[config.mk]
export PLATFORM = sky130hd
export DESIGN_NAME = divcfg_loader
export DESIGN_NICKNAME = d
export VERILOG_FILES = /design/src/rtl/divcfg_pkg.sv /design/src/rtl/divcfg_edge.sv /design/src/rtl/divcfg_shifter.sv /design/src/rtl/divcfg_test_sel.sv /design/src/rtl/divcfg_loader.sv
export SDC_FILE = /design/constraint.sdc
export NUM_CORES = 1
export LEC_CHECK = 0
export BUFFER_PORTS_ARGS = -buffer_cell sky130_fd_sc_hd__buf_2
export CELL_PAD_IN_SITES_DETAIL_PLACEMENT = 0
export CELL_PAD_IN_SITES_GLOBAL_PLACEMENT = 1
export CORE_AREA = 4 4 71 73
export CTS_CLUSTER_DIAMETER = 100
export CTS_CLUSTER_SIZE = 28
export DETAILED_ROUTE_END_ITERATION = 12
export DIE_AREA = 0 0 75 77
export PLACE_DENSITY = 0.61
export SLEW_MARGIN = 25
export SYNTH_ARGS = -nofsm -noshare
export SYNTH_HDL_FRONTEND = slang
export SYNTH_SLANG_ARGS = --single-unit
[constraint.sdc]
create_clock -name clk -period 3.1 [get_ports clk]
set_input_delay 0.93 -clock clk [delete_from_list [all_inputs] [get_ports clk]]
set_output_delay 0.93 -clock clk [all_outputs]
set_load 0.02 [all_outputs]
[src/rtl/divcfg_pkg.sv]
// Package divcfg_pkg
// Shared widths, reset values and test-selector codes for the divider
// configuration loader. Assumes a 9-bit M, 2-bit N and 3-bit T.
package divcfg_pkg;
    localparam int M_W      = 9;
    localparam int N_W      = 2;
    localparam int T_W      = 3;
    localparam int FRAME_W  = T_W + N_W + M_W;
    localparam int M_RESET  = 250;
    localparam int M_LOCK_MIN = 250;

    typedef enum logic [T_W-1:0] {
        TSEL_SHIFT = 3'b000,
        TSEL_HIGH  = 3'b001,
        TSEL_LOW   = 3'b101
    } tsel_e;
endpackage

[src/rtl/divcfg_edge.sv]
// Module divcfg_edge
// Finds rising edges on a group of strobes that are synchronous to clk.
// Assumes each strobe is low when the block leaves reset.
module divcfg_edge #(
    parameter int W = 2
) (
    input  logic         clk,
    input  logic         rst_n,
    input  logic [W-1:0] sig,
    output logic [W-1:0] rise
);
    logic [W-1:0] sig_q;

    // Hold each strobe's value from the previous cycle.
    always_ff @(posedge clk) begin
        if (!rst_n) sig_q <= '0;
        else        sig_q <= sig;
    end

    for (genvar i = 0; i < W; i++) begin : g_rise
        // A strobe that is high now and was low before has a rising edge.
        assign rise[i] = sig[i] & ~sig_q[i];
    end
endmodule

[src/rtl/divcfg_shifter.sv]
// Module divcfg_shifter
// Serial shift register. The newest bit enters bit 0.
// Exposes both the current contents and the value after this cycle's shift.
module divcfg_shifter #(
    parameter int W = 14
) (
    input  logic         clk,
    input  logic         rst_n,
    input  logic         shift_en,
    input  logic         din,
    output logic [W-1:0] sh_q,
    output logic [W-1:0] sh_d
);
    // The next value: shifted when enabled, otherwise unchanged.
    always_comb begin
        sh_d = shift_en ? {sh_q[W-2:0], din} : sh_q;
    end

    // Register the shift chain.
    always_ff @(posedge clk) begin
        if (!rst_n) sh_q <= '0;
        else        sh_q <= sh_d;
    end

    // an enabled shift moves the old bits up and appends the input bit.
    assert_shift_step_R2: assert property (@(posedge clk) disable iff (!rst_n)
        shift_en |=> sh_q == {$past(sh_q[W-2:0]), $past(din)});
endmodule

[src/rtl/divcfg_test_sel.sv]
// Module divcfg_test_sel
// Chooses the test pin level from the test selector. Only codes
// 001 and 101 force a fixed level; all others show the shift-register MSB.
module divcfg_test_sel
    import divcfg_pkg::*;
(
    input  logic [T_W-1:0] tsel,
    input  logic           sh_msb,
    output logic           test_out
);
    // Decode the selector code.
    always_comb begin
        case (tsel)
            TSEL_HIGH: test_out = 1'b1;
            TSEL_LOW:  test_out = 1'b0;
            default:   test_out = sh_msb;
        endcase
    end
endmodule

[src/rtl/divcfg_loader.sv]
// Module divcfg_loader
// Holds M, N and T and accepts them from a parallel port or a three-wire
// serial port. All strobes are assumed synchronous to clk. Parallel mode
// (par_load_n low) takes precedence within a cycle; otherwise the most
// recent event wins.
module divcfg_loader
    import divcfg_pkg::*;
(
    input  logic           clk,
    input  logic           rst_n,
    input  logic           ser_clk,
    input  logic           ser_data,
    input  logic           ser_load,
    input  logic           par_load_n,
    input  logic [M_W-1:0] par_m,
    input  logic [N_W-1:0] par_n,
    output logic [M_W-1:0] m_val,
    output logic [N_W-1:0] n_val,
    output logic [T_W-1:0] t_val,
    output logic           test_out,
    output logic           m_invalid
);
    localparam logic [M_W-1:0] M_RST_V = M_W'(M_RESET);
    localparam logic [M_W-1:0] M_MIN_V = M_W'(M_LOCK_MIN);

    logic [1:0]         rise;
    logic               sclk_rise;
    logic               sload_rise;
    logic               shift_en;
    logic               take_serial;
    logic [FRAME_W-1:0] sh_q;
    logic [FRAME_W-1:0] sh_d;

    divcfg_edge #(.W(2)) u_edge (
        .clk  (clk),
        .rst_n(rst_n),
        .sig  ({ser_load, ser_clk}),
        .rise (rise)
    );

    assign sclk_rise   = rise[0];
    assign sload_rise  = rise[1];
    assign shift_en    = par_load_n & sclk_rise;
    assign take_serial = par_load_n & (sload_rise | (ser_load & sclk_rise));

    divcfg_shifter #(.W(FRAME_W)) u_shift (
        .clk     (clk),
        .rst_n   (rst_n),
        .shift_en(shift_en),
        .din     (ser_data),
        .sh_q    (sh_q),
        .sh_d    (sh_d)
    );

    // Update the divider registers from the parallel pins or the serial frame.
    always_ff @(posedge clk) begin
        if (!rst_n) begin
            m_val <= M_RST_V;
            n_val <= '0;
            t_val <= '0;
        end else if (!par_load_n) begin
            m_val <= par_m;
            n_val <= par_n;
            t_val <= '0;
        end else if (take_serial) begin
            t_val <= sh_d[FRAME_W-1 -: T_W];
            n_val <= sh_d[M_W +: N_W];
            m_val <= sh_d[M_W-1:0];
        end
    end

    assign m_invalid = (m_val < M_MIN_V);

    divcfg_test_sel u_tsel (
        .tsel    (t_val),
        .sh_msb  (sh_q[FRAME_W-1]),
        .test_out(test_out)
    );

    // reset puts the registers in their defined start state.
    assert_reset_state_R1: assert property (@(posedge clk)
        !rst_n |=> (m_val == M_RST_V && n_val == '0 && t_val == '0 && sh_q == '0));

    // with the load strobe low in serial mode, the loaded values hold.
    assert_hold_latched_R6: assert property (@(posedge clk) disable iff (!rst_n)
        (rst_n && par_load_n && !ser_load) |=>
            ($stable(m_val) && $stable(n_val) && $stable(t_val)));

    // parallel mode copies the pins and clears the test selector.
    assert_par_follow_R7: assert property (@(posedge clk) disable iff (!rst_n)
        (rst_n && !par_load_n) |=>
            (m_val == $past(par_m) && n_val == $past(par_n) && t_val == '0));

    // parallel mode leaves the shift register untouched.
    assert_par_no_shift_R7: assert property (@(posedge clk) disable iff (!rst_n)
        (rst_n && !par_load_n) |=> $stable(sh_q));
endmodule

==> results of run 1 <==
## where the power goes
part,internal [mW],switching [mW]
Sequential,0.400,0.00915
Combinational,0.0416,0.0620
Clock,0.178,0.147
Total,0.619,0.218
## worst max-delay path: cells and delay by family, from the launching register on
| kind | cells | cell delay [ns] |
|---|---|---|
| buffers and inverters | 2 | 0.25 |
| AOI/OAI and AO/OA | 1 | 0.23 |
| DFF | 1 | 0.34 |
## final timing paths
path / to / slack (ns)
setup reg to reg: n_val[0] / 1.64
setup / recovery: test_out / 1.07
hold reg to reg: t_val[0] / 0.52
hold / removal: t_val[0] / 0.52
## per-stage QoR
step	std cells	util
6_report	218	0.357
3_3_place_gp	210	0.335
3_5_place_dp	210	0.335
5_1_grt	218	0.357
4_1_cts	218	0.357
2_1_floorplan	135	-
## synth_stat cells
cell type,number
dfxtp_1,30
nor2b_1,15
mux2i_1,14
nor2_1,11
nand2_1,9
nand3b_1,9
o21ai_0,8
a21oi_1,6
nand3_1,6
clkbuf_1,5
o221ai_1,5
a211oi_1,3
buf_2,3
and2_1,2
a21boi_4,1
and3_1,1
buf_4,1
buf_6,1
inv_1,1
nand2b_2,1
nand3b_4,1
nand4_1,1
o31ai_1,1
## state kept, by name, summed over array words and instances (netlist names)
signal and count:
u_shift.sh_q 14, n_val 2, m_val 9, u_edge.sig_q 2, t_val 3
## final cells by class
class                           count  area (um^2)
Fill cell                         458         2800
Multi-Input combinational cell     94          623
Sequential cell                    30          601
Timing Repair Buffer               33          168
Clock buffer                        6         82.6
Tap cell                           52         65.1
Clock inverter                      2         12.5
Inverter                            1         3.75
## metal layers
metal,wire (um),up-vias,track usage
met2,1370,29,0.165
met1,1430,456,0.145
met3,173,4,0.0471
met4,21,0,0.0267
li1,-,527,-
met5,0,-,0
## kinds of logic after synthesis
| family | count (synthesis) |
|---|---|
| AND/OR/NAND/NOR | 56 |
| flip-flops | 30 |
| multiplexers | 14 |
| AO/OA/AOI/OAI | 24 |
| buffers and inverters | 11 |
## cells in the final DEF (no fill, tap or decap)
cell type / n
nand4_1: 1
a21oi_1: 6
inv_1: 1
o31ai_1: 1
nand2_1: 9
a211oi_1: 3
and2_1: 2
nor2_1: 11
clkbuf_8: 6
a21boi_4: 1
dfxtp_1: 30
clkinvlp_4: 1
nor2b_1: 15
mux2i_1: 14
o21ai_0: 8
nand3b_4: 1
nand2b_2: 1
o221ai_1: 5
and3_1: 1
buf_4: 1
buf_2: 32
nand3_1: 6
nand3b_1: 9
clkinv_2: 1
==> metrics.cfg, run 1 <==
[outcome]
status = finished clean

[routing]
wl_um = 2990
drcViolationCount = 0
avgRoutedWirePerCell_um = 13.7
via_per_inst = 4.66
drt_iter0_drc = 35
route.vias.total = 1016
drtPass1Iterations = 4
ant_nets = 0

[clock_tree]
cts.hold.buffers_added = 0
clk_latency_ns = 0.28
cts_tree = done
cts_buffers = 5
htree_levels = 2
cts_buffer_depth = 2
path_clk_slew_ns = 0.06
cts_root_buf = clkbuf_8
postCtsSetupBuffers = 0
cts_resized = 0
cts_sinks = 30

[synthesis]
synth_top_area_frac = 0.469
syn_nets = 152
synth_cell_types = 23
synth-simple-area-share = 0.250
avgSynthCellArea_um2 = 9.48
synth_compound_area_frac = 0.127
synth_top_family_by_area = simple AND/OR/NAND/NOR gates
synthMuxAreaShare = 0.109
synth_warnings = 0
syn_area_um2 = 1280
ys_seq_elements = 30
synth_fa_ha_area_frac = 0
synthTopCellsByArea = dfxtp_1 (47%), mux2i_1 (11%), nor2b_1 (7.3%)
yosys.area_share.xor_xnor = 0
yosysTopAreaCell = dfxtp_1
ys_seq_area_frac = 0.469
synthCells = 135

[timing]
rsz0062_at_grt = false
finalHoldViolations = 0
drv_slew = 0
max_freq_mhz = 491
min_period_over_period = 0.656
finalCriticalPeriod_ns = 2.03
fin_ws_ns = 1.07
tns_ns = 0
setup-violations-final = 0
fin_skew_ns = 0.00624
holdWs_ns = 0.515
worstMarginPinSlew_ns = 0.605
slew_headroom = 0.597

[grt]
grt_overflow = 0
antenna_found_initial = 0
grt_max_degree = 41
grt_pass1_vias = 1072
grt_first_pass_wirelength_um = 4970
globalRouteTotalUtil = 0.110

[cells_and_area]
area_growth_pct = 21.5
drive_above_1_share = 0.265
finalNetCount = 182
finalInstanceArea_um2 = 1560
antenna_cells = 0

[die]
initial_core_util = 0.294
die_area_um2 = 5780
core_region_area_um2 = 4350
std_cell_rows = 24
io_pins = 33
die_h_um = 77
dieWidth_um = 75

[setup_path]
worstPathCellList = inv_1 > o31ai_1 > buf_2
worstPathArrival_ns = 1.10
crit_type = reg -> out
crit_required_ns = 2.17
start_kind = flop
worstSetupEndpointType = output pin
max_stage_delay_ns = 0.34
cp_max_fo = 3
rr_worst_depth = 4
r2r_start = u_edge.sig_q[0]
crit_start = t_val[0]
critical-path-slowest-cell = dfxtp_1

[min_path]
hold_class = reg -> reg
holdPathStages = 2
min_from = t_val[0]

[place]
detailed_place_hpwl_um = 2060
routabilityCongestion = 0.744
placed_area_um2 = 1460
pre_cts_slack_ns = 0.877
portBuffers = 32

[power]
ir_drop_mv = 0.195
powerDensity_nw_per_um2 = 538
totalPowerFinal_mw = 0.837
p_leak_nw = 0.686

[flow_run]
max_cap_viol_count = 0

No activity file was read; power rests on OpenSTA's default activity.
==> inputs of run 2 (changes only) <==
ABC_AREA = 1   (was unset)
CORE_AREA = 4 4 72 74   (was 4 4 71 73)
DIE_AREA = 0 0 76 78   (was 0 0 75 77)
PLACE_DENSITY = 0.67   (was 0.61)
clock period = 1.7 ns   (was 3.1 ns; I/O delays follow)
==> run 2 against run 1 <==
Effect of this change: clock skew rose by 0.0044 ns; register-to-register slack got worse by 1.1 ns; critical endpoint is now m_invalid; sequential cell count unchanged; final area up 6.9%; synthesized cell count rose by 42%; critical path depth grew 1; first-iteration DRC count grew to 2.9 times the previous value; non-clock buffer count up 4; combinational power grew to 2.8 times the previous value; sequential share of layout area down 2.5 points; sequential power up 89%.
==> metrics.cfg, run 2 <==
[outcome]
status = finished clean

[timing]
holdWs_ns = 0.453  ; -0.0619 ns
tns_ns = 0  ; unchanged
max_freq_mhz = 632
drv_slew = 0  ; unchanged
min_period_over_period = 0.930
worstMarginPinSlew_ns = 0.449  ; -0.156 ns
finalHoldViolations = 0  ; unchanged
finalCriticalPeriod_ns = 1.58
fin_skew_ns = 0.0107  ; +0.00444 ns
slew_headroom = 0.700  ; +0.104
rsz0062_at_grt = false
setup-violations-final = 0  ; unchanged

[synthesis]
synth_edf_count = 0  ; unchanged
synth_top_area_frac = 0.450  ; -0.0193
synthTopCellsByArea = dfxtp_1 (45%), nand2_1 (13%), nor2_1 (9.3%)
ys.flop_type = dfxtp_1
synth_warnings = 0  ; unchanged
syn_area_um2 = 1340  ; +4.3%
async_flop_share = 0  ; unchanged
yosysTopAreaCell = dfxtp_1
ys_seq_area_frac = 0.450  ; -0.0193
syn_nets = 209  ; +38%
avgSynthCellArea_um2 = 6.95  ; -27%
synth_cell_types = 21  ; -8.7%
yosysMostFrequentCell = nand2_1
synth_common_cells = nand2_1 (47), nor2_1 (33), dfxtp_1 (30), nand3_1 (23), inv_1 (19)
ys_seq_elements = 30  ; unchanged
synthCells = 192  ; +42%

[grt]
grt_overflow = 0  ; unchanged
grt_pass1_vias = 1165  ; +8.7%
grt_max_degree = 26  ; -37%
globalRouteTotalUtil = 0.116  ; +0.00545
grt_first_pass_wirelength_um = 5420  ; +9.0%
antenna_found_initial = 0  ; unchanged

[die]
die_area_um2 = 5930  ; +2.6%
std_cell_rows = 25  ; +4.2%
core_region_area_um2 = 4600  ; +5.6%
initial_core_util = 0.290  ; -0.00363
io_pins = 33  ; unchanged
dieWidth_um = 76  ; +1.3%
die_h_um = 78  ; +1.3%

[routing]
ant_nets = 0  ; unchanged
via_per_inst = 4.45  ; -4.6%
route.vias.total = 1263  ; +24%
drcViolationCount = 0  ; unchanged
drtPass1Iterations = 4  ; unchanged
wl_um = 3230  ; +8.0%
drt_iter0_drc = 101  ; +190%
avgRoutedWirePerCell_um = 11.4  ; -17%

[setup_path]
crit_type = reg -> out
start_kind = flop
r2r_setup_slack_ns = 0.52  ; -1.12 ns
crit_required_ns = 1.19  ; -0.98 ns
worstSetupEndpointType = output pin
cp_max_fo = 3  ; unchanged
worstPathArrival_ns = 1.07  ; -0.03 ns

[power]
p_leak_nw = 0.834  ; +22%
totalPowerFinal_mw = 1.65  ; +97%
ir_drop_mv = 0.349  ; +79%
powerDensity_nw_per_um2 = 994  ; +85%

[cells_and_area]
regMostFlops = u_shift.sh_q
top_regs = u_shift.sh_q (14), m_val (9), t_val (3)
antenna_cells = 0  ; unchanged
final_common_cell = nand2_1
area_growth_pct = 24.6
layout_common_cells = nand2_1 (47), nor2_1 (32), buf_2 (31)
fillers = 523  ; +14%
largest_reg_flops = 14  ; unchanged
finalNetCount = 246  ; +35%
drive_above_1_share = 0.252  ; -0.0129

[clock_tree]
cts_resized = 0  ; unchanged
clk_latency_ns = 0.29  ; about the same
htree_levels = 2  ; unchanged
cts_root_buf = clkbuf_8
cts_sinks = 30  ; unchanged
cts_buffers = 5  ; unchanged
cts_buffer_depth = 2  ; unchanged
cts_tree = done
path_clk_slew_ns = 0.07  ; about the same
cts.hold.buffers_added = 0  ; unchanged
postCtsSetupBuffers = 0  ; unchanged

[place]
portBuffers = 32  ; unchanged
detailed_place_hpwl_um = 2330  ; +13%
routabilityCongestion = 0.722  ; -2.9%

[min_path]
hold_class = in -> reg

[flow_run]
max_cap_viol_count = 0  ; unchanged

==> run 2: area by class of cell <==
type	instances	area (um^2)	area share
well taps	54	67.6	0.0406
inverters	24	91.3	0.0549
flip-flops and latches	30	601	0.361
clock buffers	7	86.3	0.0519
clock inverters	1	5.00	0.00301
multi-input cells	131	599	0.360
repair buffers	37	213	0.128
==> run 2: cells by family after synthesis <==
logic type,Yosys count,share of synthesized area
buf+inv,31,0.103
simple gates,115,0.381
flops,30,0.450
compound gates,16,0.0665
==> run 2: stage by stage <==
step	instances	worst slack (ns)	utilization	cell area, um^2
6_report	284	0.119	0.362	1660
3_3_place_gp	276	0.239	0.341	1570
3_5_place_dp	276	0.219	0.341	1570
5_1_grt	284	0.000953	0.362	1660
4_1_cts	284	0.0702	0.361	1660
2_1_floorplan	192	0.259	-	1340
==> run 2: layer usage <==
layer	vias up	GRT usage	part of all wire
li1	684	-	-
met1	547	0.146	0.48
met2	27	0.169	0.44
met3	5	0.0557	0.067
met4	0	0.0427	0.015
met5	-	0	0
==> run 2: where the power goes <==
group | total, mW | internal, mW | switching [mW]
Clock | 0.591 | 0.326 | 0.265
Combinational | 0.288 | 0.105 | 0.183
Sequential | 0.774 | 0.750 | 0.0240
Total | 1.65 | 1.18 | 0.472
==> run 2: worst max-delay path: stages, from the launching register on <==
cell     delay [ns]
dfxtp_1        0.32
nor2_2         0.12
nor2_1         0.04
a41oi_1        0.14
buf_4          0.17
==> run 2: path summary, 6_finish.rpt <==
check             cells after the start            start         to
hold / removal                        3         par_m[5]   m_val[5]
setup / recovery                      4         m_val[1]  m_invalid
hold reg to reg                       2         m_val[4]   m_val[4]
setup reg to reg                      6  u_edge.sig_q[0]   m_val[1]
==> inputs of run 3 (changes only) <==
CORE_AREA = 4 4 70 72   (was 4 4 72 74)
DIE_AREA = 0 0 74 76   (was 0 0 76 78)
PLACE_DENSITY = 0.71   (was 0.67)
clock period = 1.3 ns   (was 1.7 ns; I/O delays follow)
==> run 3 against run 2 <==
Effect of this change: the run now ends with negative setup slack left; clock skew fell by 0.0021 ns; first-iteration DRC count fell by 41%; global-route usage rose by 1.8 points; clock-buffer cell count did not move; highest routed layer unchanged; critical endpoint unchanged; register-to-register slack got worse by 0.33 ns; power rose by 36%; wire length rose by 5.4%.
==> metrics.cfg, run 3 (synthesis results as in run 2) <==
[power]
p_clk_frac = 0.341  ; -0.016
power_frac_seq = 0.452  ; -0.016
powerDensity_nw_per_um2 = 1200  ; +21%
switching_share = 0.283  ; -0.00199
p_comb_frac = 0.207  ; +0.033
p_leak_nw = 0.932  ; +12%
p_int_mw = 1.61  ; +37%
ir_drop_mv = 0.497  ; +42%
switching_power_mw = 0.639  ; +35%

[cells_and_area]
fillers = 470  ; -10%
drive_above_1_share = 0.351  ; +0.0988
largest_reg_flops = 14  ; unchanged
layout_common_cells = nand2_1 (46), nor2_1 (31), buf_2 (27)
layout.area.seq_um2 = 614  ; +2.3%
finalNetCount = 261  ; +6.1%
top_regs = u_shift.sh_q (14), m_val (9), t_val (3)
instances_no_fill = 297  ; +4.6%
multi_input_area_um2 = 627  ; +4.6%
area_growth_pct = 40.3
final_common_cell = nand2_1
antenna_cells = 0  ; unchanged
regMostFlops = u_shift.sh_q

[grt]
grt_overflow = 0  ; unchanged
grt_pass1_vias = 1294  ; +11%
globalRouteTotalUtil = 0.133  ; +0.0177
grt_max_degree = 14  ; -46%
grt_first_pass_wirelength_um = 5770  ; +6.5%
antenna_found_initial = 0  ; unchanged

[setup_path]
rr_worst_depth = 7  ; +1
worstPathArrival_ns = 1.04  ; -0.03 ns
cp_max_fo = 2  ; -1
r2r-end = m_val[3]
r2r_start = u_edge.sig_q[0]
crit_type = reg -> out
start_kind = flop
worstPathCellList = nand2_2 > nor2_2 > a41oi_2 > buf_4
max_stage_delay_ns = 0.34  ; +0.02 ns
worstSetupEndpointType = output pin
critical-path-slowest-cell = dfxtp_2
crit_required_ns = 0.91  ; -0.28 ns
r2r_setup_slack_ns = 0.19  ; -0.33 ns

[timing]
fin_skew_ns = 0.00857  ; -0.00211 ns
finalHoldViolations = 0  ; unchanged
worstMarginPinSlew_ns = 0.215  ; -0.234 ns
max_freq_mhz = 700
min_period_over_period = 1.10
drv_slew = 0  ; unchanged
slew_headroom = 0.857  ; +0.156
rsz0062_at_grt = true
fin_ws_ns = -0.129  ; -0.248 ns
setup-violations-final = 2  ; +2
finalCriticalPeriod_ns = 1.43

[clock_tree]
cts_buffer_depth = 2  ; unchanged
htree_levels = 2  ; unchanged
cts_tree = done
path_clk_slew_ns = 0.07  ; about the same
cts_sinks = 30  ; unchanged
clk_latency_ns = 0.28  ; about the same
cts_root_buf = clkbuf_8
cts_buffers = 5  ; unchanged
cts.hold.buffers_added = 0  ; unchanged

[routing]
ant_nets = 0  ; unchanged
drcViolationCount = 0  ; unchanged
drtPass1Iterations = 4  ; unchanged
wl_um = 3410  ; +5.4%
drt_iter0_drc = 60  ; -41%
avgRoutedWirePerCell_um = 11.5  ; +0.80%
route.vias.total = 1312  ; +3.9%
via_per_inst = 4.42  ; -0.67%

[outcome]
status = finished, violations left
violations = negative setup slack

[place]
portBuffers = 32  ; unchanged
dp.cells = 285  ; +3.3%
detailed_place_hpwl_um = 2590  ; +11%
pre_cts_slack_ns = 0.00772  ; -0.212 ns
routabilityCongestion = 0.702  ; -2.8%

[min_path]
min_from = par_m[7]
hold_class = in -> reg
holdPathStages = 3  ; unchanged
hold_end = m_val[7]

[die]
std_cell_rows = 24  ; -4.0%
die_area_um2 = 5620  ; -5.1%
die_h_um = 76  ; -2.6%
dieWidth_um = 74  ; -2.6%
initial_core_util = 0.311  ; +0.0206
io_pins = 33  ; unchanged
core_region_area_um2 = 4290  ; -6.6%

[flow_run]
max_cap_viol_count = 0  ; unchanged

[run 3: changes by cell type in the layout (fill, tap and decap cells not counted), sizes merged]
cell  change
buf      +15
[run 3: worst max-delay path by stage]
stage / cells past startpoint / startpoint / endpoint
2_1_floorplan: 2 / t_val[0] / test_out
3_3_place_gp: 7 / ser_load / m_val[5]
3_5_place_dp: 7 / ser_load / m_val[3]
4_1_cts: 4 / m_val[1] / m_invalid
5_1_grt: 4 / m_val[6] / m_invalid
6_report: 4 / m_val[7] / m_invalid
[run 3: per-layer routing]
metal  GRT usage  vias to the layer above  wire length [um]
li1            -                      707                 -
met1       0.162                      575              1590
met2       0.213                       23              1600
met3      0.0475                        7               152
met4      0.0489                        0                62
met5           0                        -                 0
[run 3: critical path, delay by kind of cell, from the launching register on]
kind,cells,cell delay [ns]
flip-flops,1,0.34
AO/OA/AOI/OAI,1,0.09
buffers and inverters,1,0.17
AND/OR/NAND/NOR,2,0.16
[run 3: layout make-up]
cell class,count,share of cell area
multi-input combinational,131,0.335
sequential,30,0.328
timing repair buffer,52,0.205
inverter,24,0.0488
clock buffer,7,0.0461
tap,52,0.0347
clock inverter,1,0.00267
[run 3: timing repair]
action	in CTS	in global routing
setup buffers	4	0
pin swaps	2	2
setup endpoints to repair	2	6
resized for setup	13	10
[run 3: power by group through the flow]
| stage | Clock (mW) | Combinational [mW] | Sequential, mW |
|---|---|---|---|
| after floorplan | 0 | 0.224 | 1.07 |
| after global placement | 0 | 0.435 | 1.03 |
| after detailed placement | 0 | 0.435 | 1.04 |
| after CTS | 0.800 | 0.459 | 1.02 |
| after global routing | 0.855 | 0.525 | 1.02 |
| final | 0.769 | 0.466 | 1.02 |
[run 3: per-stage QoR]
step / instance area, um^2 / hold slack (ns) / util / setup TNS (ns) / power (mW)
2_1_floorplan: 1350 / 0.471 / - / 0 / 1.29
3_3_place_gp: 1700 / 0.483 / 0.395 / 0 / 1.47
3_5_place_dp: 1700 / 0.490 / 0.395 / 0 / 1.47
4_1_cts: 1840 / 0.321 / 0.429 / -0.256 / 2.28
5_1_grt: 1870 / 0.335 / 0.436 / -0.333 / 2.40
6_report: 1870 / 0.329 / 0.436 / -0.211 / 2.25
